<file path="src/rtl/wdt_pkg.sv">
package wdt_pkg;

  // Servicing strobe: a write to the control register with the control bit set.
  function automatic logic is_service(input logic hit, input logic we, input logic bitv);
    return hit & we & bitv;
  endfunction

  // Count is at its last value: every bit of the counter is one.
  function automatic logic at_terminal(input logic [31:0] cnt, input int unsigned width);
    logic [31:0] mask;
    mask = (width >= 32) ? 32'hFFFF_FFFF : ((32'd1 << width) - 32'd1);
    return (cnt & mask) == mask;
  endfunction

  // Next value of a counter that clears on a restart and otherwise advances when enabled.
  function automatic logic [31:0] next_count(input logic [31:0] cnt, input logic restart,
                                             input logic advance);
    if (restart) return 32'd0;
    if (advance) return cnt + 32'd1;
    return cnt;
  endfunction

endpackage

</file>
<file path="src/rtl/wdt_regif.sv">
module wdt_regif #(
  parameter int unsigned ADDR_W    = 8,
  parameter int unsigned DATA_W    = 8,
  parameter int unsigned CTRL_ADDR = 8'h0C,
  parameter int unsigned CTRL_BIT  = 0
) (
  input  logic              clk,
  input  logic              rst_n,
  input  logic [ADDR_W-1:0] addr,
  input  logic              ctrl_wbit,
  input  logic              we,
  output logic [DATA_W-1:0] rdata,
  output logic              svc_kick,
  output logic              armed
);
  import wdt_pkg::*;

  localparam logic [ADDR_W-1:0] CtrlAddr = ADDR_W'(CTRL_ADDR);

  logic ctrl_hit;
  logic armed_q;

  assign ctrl_hit = (addr == CtrlAddr);
  assign svc_kick = is_service(ctrl_hit, we, ctrl_wbit);
  assign armed    = armed_q;

  // Arm on the first servicing write; only the hardware reset clears it.
  always_ff @(posedge clk or negedge rst_n) begin
    if (!rst_n)        armed_q <= 1'b0;
    else if (svc_kick) armed_q <= 1'b1;
  end

  // Read data: the armed state in the control-bit position, zero elsewhere.
  for (genvar i = 0; i < DATA_W; i++) begin : g_rd
    if (i == CTRL_BIT) begin : g_ctrl
      assign rdata[i] = ctrl_hit & armed_q;
    end else begin : g_zero
      assign rdata[i] = 1'b0;
    end
  end

  // software can never disarm the block.
  p_lock_r4: assert property (@(posedge clk) disable iff (!rst_n)
    armed_q |=> armed_q);

  // without a servicing write a disarmed block stays disarmed.
  p_arm_needs_kick_r3: assert property (@(posedge clk) disable iff (!rst_n)
    (!armed_q && !svc_kick) |=> !armed_q);

endmodule

</file>
<file path="src/rtl/wdt_prescaler.sv">
module wdt_prescaler #(
  parameter int unsigned WIDTH = 13
) (
  input  logic clk,
  input  logic rst_n,
  input  logic restart,
  output logic tick
);
  import wdt_pkg::*;

  logic [WIDTH-1:0] cnt_q;
  logic [31:0]      cnt_ext;

  assign cnt_ext = 32'(cnt_q);
  assign tick    = at_terminal(cnt_ext, WIDTH);

  always_ff @(posedge clk or negedge rst_n) begin
    if (!rst_n) cnt_q <= '0;
    else        cnt_q <= WIDTH'(next_count(cnt_ext, restart, 1'b1));
  end

  // a restart leaves a full prescaler period before the next tick.
  p_restart_no_tick_r7: assert property (@(posedge clk) disable iff (!rst_n)
    restart |=> !tick);

endmodule

</file>
<file path="src/rtl/wdt_timeout.sv">
module wdt_timeout #(
  parameter int unsigned WIDTH = 8
) (
  input  logic clk,
  input  logic rst_n,
  input  logic armed,
  input  logic tick,
  input  logic svc_kick,
  output logic expire
);
  import wdt_pkg::*;

  logic [WIDTH-1:0] cnt_q;
  logic [31:0]      cnt_ext;
  logic             last_step;

  assign cnt_ext   = 32'(cnt_q);
  assign last_step = armed & tick & at_terminal(cnt_ext, WIDTH);
  // A servicing write on the final edge wins over the expiry.
  assign expire    = last_step & ~svc_kick;

  always_ff @(posedge clk or negedge rst_n) begin
    if (!rst_n) cnt_q <= '0;
    else        cnt_q <= WIDTH'(next_count(cnt_ext, svc_kick | expire, armed & tick));
  end

  // servicing always zeroes the timeout count.
  p_kick_restart_r7: assert property (@(posedge clk) disable iff (!rst_n)
    svc_kick |=> (cnt_q == '0));

  // an expiry restarts the count and cannot repeat at once.
  p_expire_restart_r6: assert property (@(posedge clk) disable iff (!rst_n)
    expire |=> (cnt_q == '0) && !expire);

endmodule

</file>
<file path="src/rtl/wdt_lockable.sv">
module wdt_lockable #(
  parameter int unsigned ADDR_W     = 8,
  parameter int unsigned DATA_W     = 8,
  parameter int unsigned CTRL_ADDR  = 8'h0C,
  parameter int unsigned CTRL_BIT   = 0,
  parameter int unsigned PRESCALE_W = 13,
  parameter int unsigned TIMEOUT_W  = 8
) (
  input  logic              clk,
  input  logic              rst_n,
  input  logic [ADDR_W-1:0] bus_addr,
  input  logic [DATA_W-1:0] bus_wdata,
  input  logic              bus_we,
  output logic [DATA_W-1:0] bus_rdata,
  output logic              rst_req
);

  logic svc_kick;
  logic armed;
  logic tick;
  logic expire;
  logic req_q;

  wdt_regif #(
    .ADDR_W(ADDR_W), .DATA_W(DATA_W), .CTRL_ADDR(CTRL_ADDR), .CTRL_BIT(CTRL_BIT)
  ) u_regif (
    .clk(clk), .rst_n(rst_n), .addr(bus_addr), .ctrl_wbit(bus_wdata[CTRL_BIT]),
    .we(bus_we), .rdata(bus_rdata), .svc_kick(svc_kick), .armed(armed)
  );

  wdt_prescaler #(.WIDTH(PRESCALE_W)) u_presc (
    .clk(clk), .rst_n(rst_n), .restart(svc_kick | expire), .tick(tick)
  );

  wdt_timeout #(.WIDTH(TIMEOUT_W)) u_tmo (
    .clk(clk), .rst_n(rst_n), .armed(armed), .tick(tick),
    .svc_kick(svc_kick), .expire(expire)
  );

  always_ff @(posedge clk or negedge rst_n) begin
    if (!rst_n) req_q <= 1'b0;
    else        req_q <= expire;
  end

  assign rst_req = req_q;

  // the request is a single-cycle pulse.
  p_req_single_r6: assert property (@(posedge clk) disable iff (!rst_n)
    rst_req |=> !rst_req);

  // a request only follows a cycle in which the block was armed.
  p_req_needs_arm_r10: assert property (@(posedge clk) disable iff (!rst_n)
    rst_req |-> $past(armed));

  // no request right after a servicing write.
  p_no_req_after_kick_r7: assert property (@(posedge clk) disable iff (!rst_n)
    svc_kick |=> !rst_req);

endmodule

</file>
<file path="config.mk">
export PLATFORM = sky130hd
export DESIGN_NAME = wdt_lockable
export DESIGN_NICKNAME = d
export VERILOG_FILES = /design/src/rtl/wdt_pkg.sv /design/src/rtl/wdt_regif.sv /design/src/rtl/wdt_prescaler.sv /design/src/rtl/wdt_timeout.sv /design/src/rtl/wdt_lockable.sv
export SDC_FILE = /design/constraint.sdc
export NUM_CORES = 1
export LEC_CHECK = 0
export CAP_MARGIN = 20
export CORE_MARGIN = 8
export CORE_UTILIZATION = 45
export DETAILED_ROUTE_END_ITERATION = 8
export DONT_BUFFER_PORTS = 1
export GPL_ROUTABILITY_DRIVEN = 1
export GPL_TIMING_DRIVEN = 0
export SLEW_MARGIN = 30
export SYNTH_ARGS = -nofsm -noshare
export SYNTH_HDL_FRONTEND = slang
export SYNTH_SLANG_ARGS = --single-unit
export TNS_END_PERCENT = 30
</file>
<file path="constraint.sdc">
create_clock -name clk -period 4.45 [get_ports clk]
set_input_delay 1.335 -clock clk [delete_from_list [all_inputs] [get_ports clk]]
set_output_delay 1.335 -clock clk [all_outputs]
set_load 0.01 [all_outputs]
</file>
* Word level (Yosys, flattened, before mapping) *
Index checks and enable logic that the tools add are counted.

storage, ports and cells
  logic and storage cells = 29
  bits of input ports = 19
  register bits after elaboration = 23
  output and inout port bits = 9

cells by class
  reductions and logical operators = 2
  eq/ne operators = 3
  bitwise gates (word level) = 8
  add/subtract/negate cells = 2
  multiplexer cells = 10

operators with widths
  cell                     number
  $mux W13                 3
  $mux W8                  3
  $add A13 B1 Y13 const B  1
  $eq A13 B13 Y1 const B   1
  $add A8 B1 Y8 const B    1
  $eq A8 B4 Y1 const B     1
  $eq A8 B8 Y1 const B     1
  $and A1 B1 Y1            6
  $mux W1                  4
  $reduce_bool A2 Y1       2
  $not A1 Y1               1
  $or A1 B1 Y1             1

* Depth between registers and ports, before layout *
  word-level depth = 10
  mapped depth = 7
  depth with buffers taken out = 5

* Modules after synthesis *
From an unflattened synthesis, not the netlist that was laid out.

unflattened totals
  cell total of the unflattened synthesis = 131
  area total of the unflattened synthesis = 1,266.2 um^2

modules (own cells, without submodules)
  module         instances  sequential area each (um^2)  area an instance (um^2)  cells an instance
  wdt_prescaler  1          325.3                        640.6                    62
  wdt_timeout    1          200.2                        460.4                    51
  wdt_regif      1          25.0                         133.9                    16
  wdt_lockable   1          25.0                         31.3                     2

* Worst setup path after synthesis *
OpenSTA, ideal clock, no wires.

  kind = input port to output port
  start = in bus_addr[1]
  end = out bus_rdata[0]
  required time = 3,115 ps
  data arrival time = 1,834 ps
  slack = 1,281 ps
  buffers on the path = 0
  stages on the path = 2
  cell sequence = nor4bb_1 > and3_1

on the way
  word-level cells in the longest chain between the ends = 2

ends and longest elaborated chain
  item             RTL line            source
  start, declared  wdt_lockable.sv:11  input logic [ADDR_W-1:0] bus_addr,
  $eq A8 B4 Y1     wdt_regif.sv:23     assign ctrl_hit = (addr == CtrlAddr);
  $and A1 B1 Y1    wdt_regif.sv:36     assign rdata[i] = ctrl_hit & armed_q;
  end, declared    wdt_lockable.sv:14  output logic [DATA_W-1:0] bus_rdata,

Every way passes these cells.

* Worst setup path in the final report *
  start = in bus_addr[5]
  end = out bus_rdata[0]

Same word-level chain as after synthesis.

==> impl_metrics.ini <==
[setup_path]
critical_path_class = in -> out
setup.worst_path.end_class = output pin
cp.required_ns = 3.12
cp_data_arrival_time_ns = 1.93
slowest_delay_ns = 0.32
critical_path_buf_inv_count = 0
crit_chain = nor4_1, and3_1
reg2reg_setup_slack_ns = 2.29
cp_max_fo = 2
cpMaxStageDelayCell = nor4_1
cpLargestDelayFamily = simple AND/OR/NAND/NOR gates
worstSetupStartpointType = input port

[route]
drt-total-wl_um = 2344
num_vias = 896
ant_nets = 0
post_drt_wl_per_cell_um = 14.04
via_per_inst = 5.365
first_pass_iters = 4
drt_iter0_drc = 123
drc = 0

[clocking]
cts_resized = 0
cts.sinks = 23
path_clk_slew_ns = 0.12
tritoncts.num_buffers = 3
clk_path_buf_depth = 2
cts_tree = yes
h-tree-depth = 1
insertion_delay_ns = 0.32
cts_hold_buf = 0
root_buffer = clkbuf_4
post_cts_buffers = 0

[floorplanning]
core-area_um2 = 2663
row_count = 19
die_h_um = 67.96
start_util_pct = 45.63
dieArea_um2 = 4619
io_pins = 28
dieWidth_um = 67.96

[sta]
hold_viol_final = 0
relSlewSlack_pct = 54.88
fin_crit_sh_pct = 73.30
fmax_mhz = 306.6
slew_violations = 0
finalSetupViolCount = 0
worst-slew-pin-transition_ns = 0.6706
period_needed_ns = 3.262
clock_skew_ns = 0.01824
setup_tns_ns = 0
grt_setup_unrepaired = false

[synth]
async_flop_share_pct = 100.0
synth_edf_count = 0
ys.flop_type = dfrtp_1
ys_warn_count = 0
netlist.area_leader.share_pct = 47.37
synth_cells = 126
synth.most_common_cell = dfrtp_1
yosysTopAreaCell = dfrtp_1
syn_area_per_cell_um2 = 9.642
netlist_area_um2 = 1215
synthTopCellsByArea = dfrtp_1 47%, xnor2_1 7.9%, nor2_1 5.9%, buf_4 4.3%, nand3_1 3.3%
synth_common_cells = 23 x dfrtp_1, 19 x nor2_1, 11 x xnor2_1, 8 x nand2_1, 8 x nand3_1
synth_cell_type_count = 31
synth_seq_cells = 23
seq_area_frac_synth_pct = 47.37

[global_routing]
grt_use_total_pct = 10.81
grt_max_degree = 24
antenna_found_initial = 0
grt_first_pass_wirelength_um = 3926
grt-ovfl-total = 0
grt_pass1_vias = 893

[finish]
layout-drive-gt1-share_pct = 12.50
areaGrowthSynthToFinish_pct = 7.312
fillers = 252
final_area_um2 = 1304
final_nets = 158
final_core_util_pct = 48.97
num_antenna_cells = 0

[placed_design]
place_area_um2 = 1276
gp_congestion = 0.7334
hpwl_um = 1729
io_buffers = 0

[flow_run]
cap_violations = 0

[status]
status = completed

[power]
p_per_area_nw_per_um2 = 395.4
leakagePower_uw = 0.0005691
peakVddDrop_mv = 0.3053

[min_path]
holdCritPathClass = reg -> reg
[where the power goes]
| group | total, uW | internal (uW) | switching (uW) | leakage [uW] |
|---|---|---|---|---|
| logic | 123 | 57.1 | 65.9 | 0.000288 |
| clock network | 98.5 | 33.6 | 64.9 | 0.0000177 |
| registers | 294 | 247 | 46.5 | 0.000264 |
[metrics by stage]
stage / power, uW / instances / setup WS, ns / hold slack [ns]
6_report: 515.4 / 167 / 1.188 / 0.4895
5_1_grt: 551.7 / 167 / 1.175 / 0.5169
4_1_cts: 521.6 / 167 / 1.192 / 0.4974
3_5_place_dp: 421.2 / 163 / 1.192 / 0.4797
3_3_place_gp: 414.5 / 163 / 1.246 / 0.4692
2_1_floorplan: 395.8 / 132 / 1.281 / 0.4547
[worst reg2reg max path, cell delays in order (launching register included)]
cell      delay, ns
dfrtp_1        0.40
ha_1           0.21
nand3_2        0.18
or4_4          0.56
buf_6          0.15
o21bai_1       0.21
buf_2          0.26
nor2_1         0.08
[worst paths after layout]
path | endpoint | cells after the start | start
worst max-delay path | bus_rdata[0] | 2 | bus_addr[5]
worst min-delay path | u_presc.cnt_q[0]$_DFF_PN0_ | 1 | u_presc.cnt_q[0]$_DFF_PN0_
worst max register to register | u_presc.cnt_q[9]$_DFF_PN0_ | 7 | u_presc.cnt_q[0]$_DFF_PN0_
worst min register to register | u_presc.cnt_q[0]$_DFF_PN0_ | 1 | u_presc.cnt_q[0]$_DFF_PN0_
max in group asynchronous | u_presc.cnt_q[9]$_DFF_PN0_ | 0 | rst_n
min in group asynchronous | u_tmo.cnt_q[3]$_DFFE_PN0P_ | 0 | rst_n
[cell type report]
class,instances,area (um2),share of cell area (%)
flip-flops and latches,23,575.6,44.15
clock inverters,1,5.005,0.3839
plain buffers,10,72.57,5.566
clock buffers,3,22.52,1.727
inverters,5,18.77,1.440
multi-input cells,94,570.5,43.76
well taps,31,38.79,2.975
[kinds of logic after synthesis]
group	synth area share, %
and+or+nand+nor	27.19
DFF	47.37
buffers and inverters	7.517
AOI/OAI and AO/OA	6.900
xor gates and xnor gates	8.651
adders and majority gates	2.059
other	0.3087
[cells in the final DEF (no fill, tap or decap), types with 2 or more instances in the layout]
cell / instances
a211oi_1: 3
inv_1: 5
nand2_1: 8
nand4_1: 3
nor2_1: 19
xnor2_1: 11
conb_1: 7
dfrtp_1: 23
nor3_1: 5
nor4_1: 4
ha_1: 2
and4_1: 2
nand3_1: 8
a21oi_1: 6
clkbuf_4: 3
or4_1: 2
o31ai_1: 2
buf_4: 7
and3_1: 2
[state kept, by name (all words and copies together) (netlist names)]
signal and flops:
u_regif.armed 1, rst_req 1, u_tmo.cnt_q 8, u_presc.cnt_q 13
[per-layer routing]
layer  global-route usage, %  up-vias  wire [um]
met1                   12.27      425       1013
met3                   4.092        2        123
met2                   18.05       22       1190
met4                   4.092        0         17
li1                        -      447          -
met5                       0        -          0
Note: power is estimated with default switching activity, not from simulation.
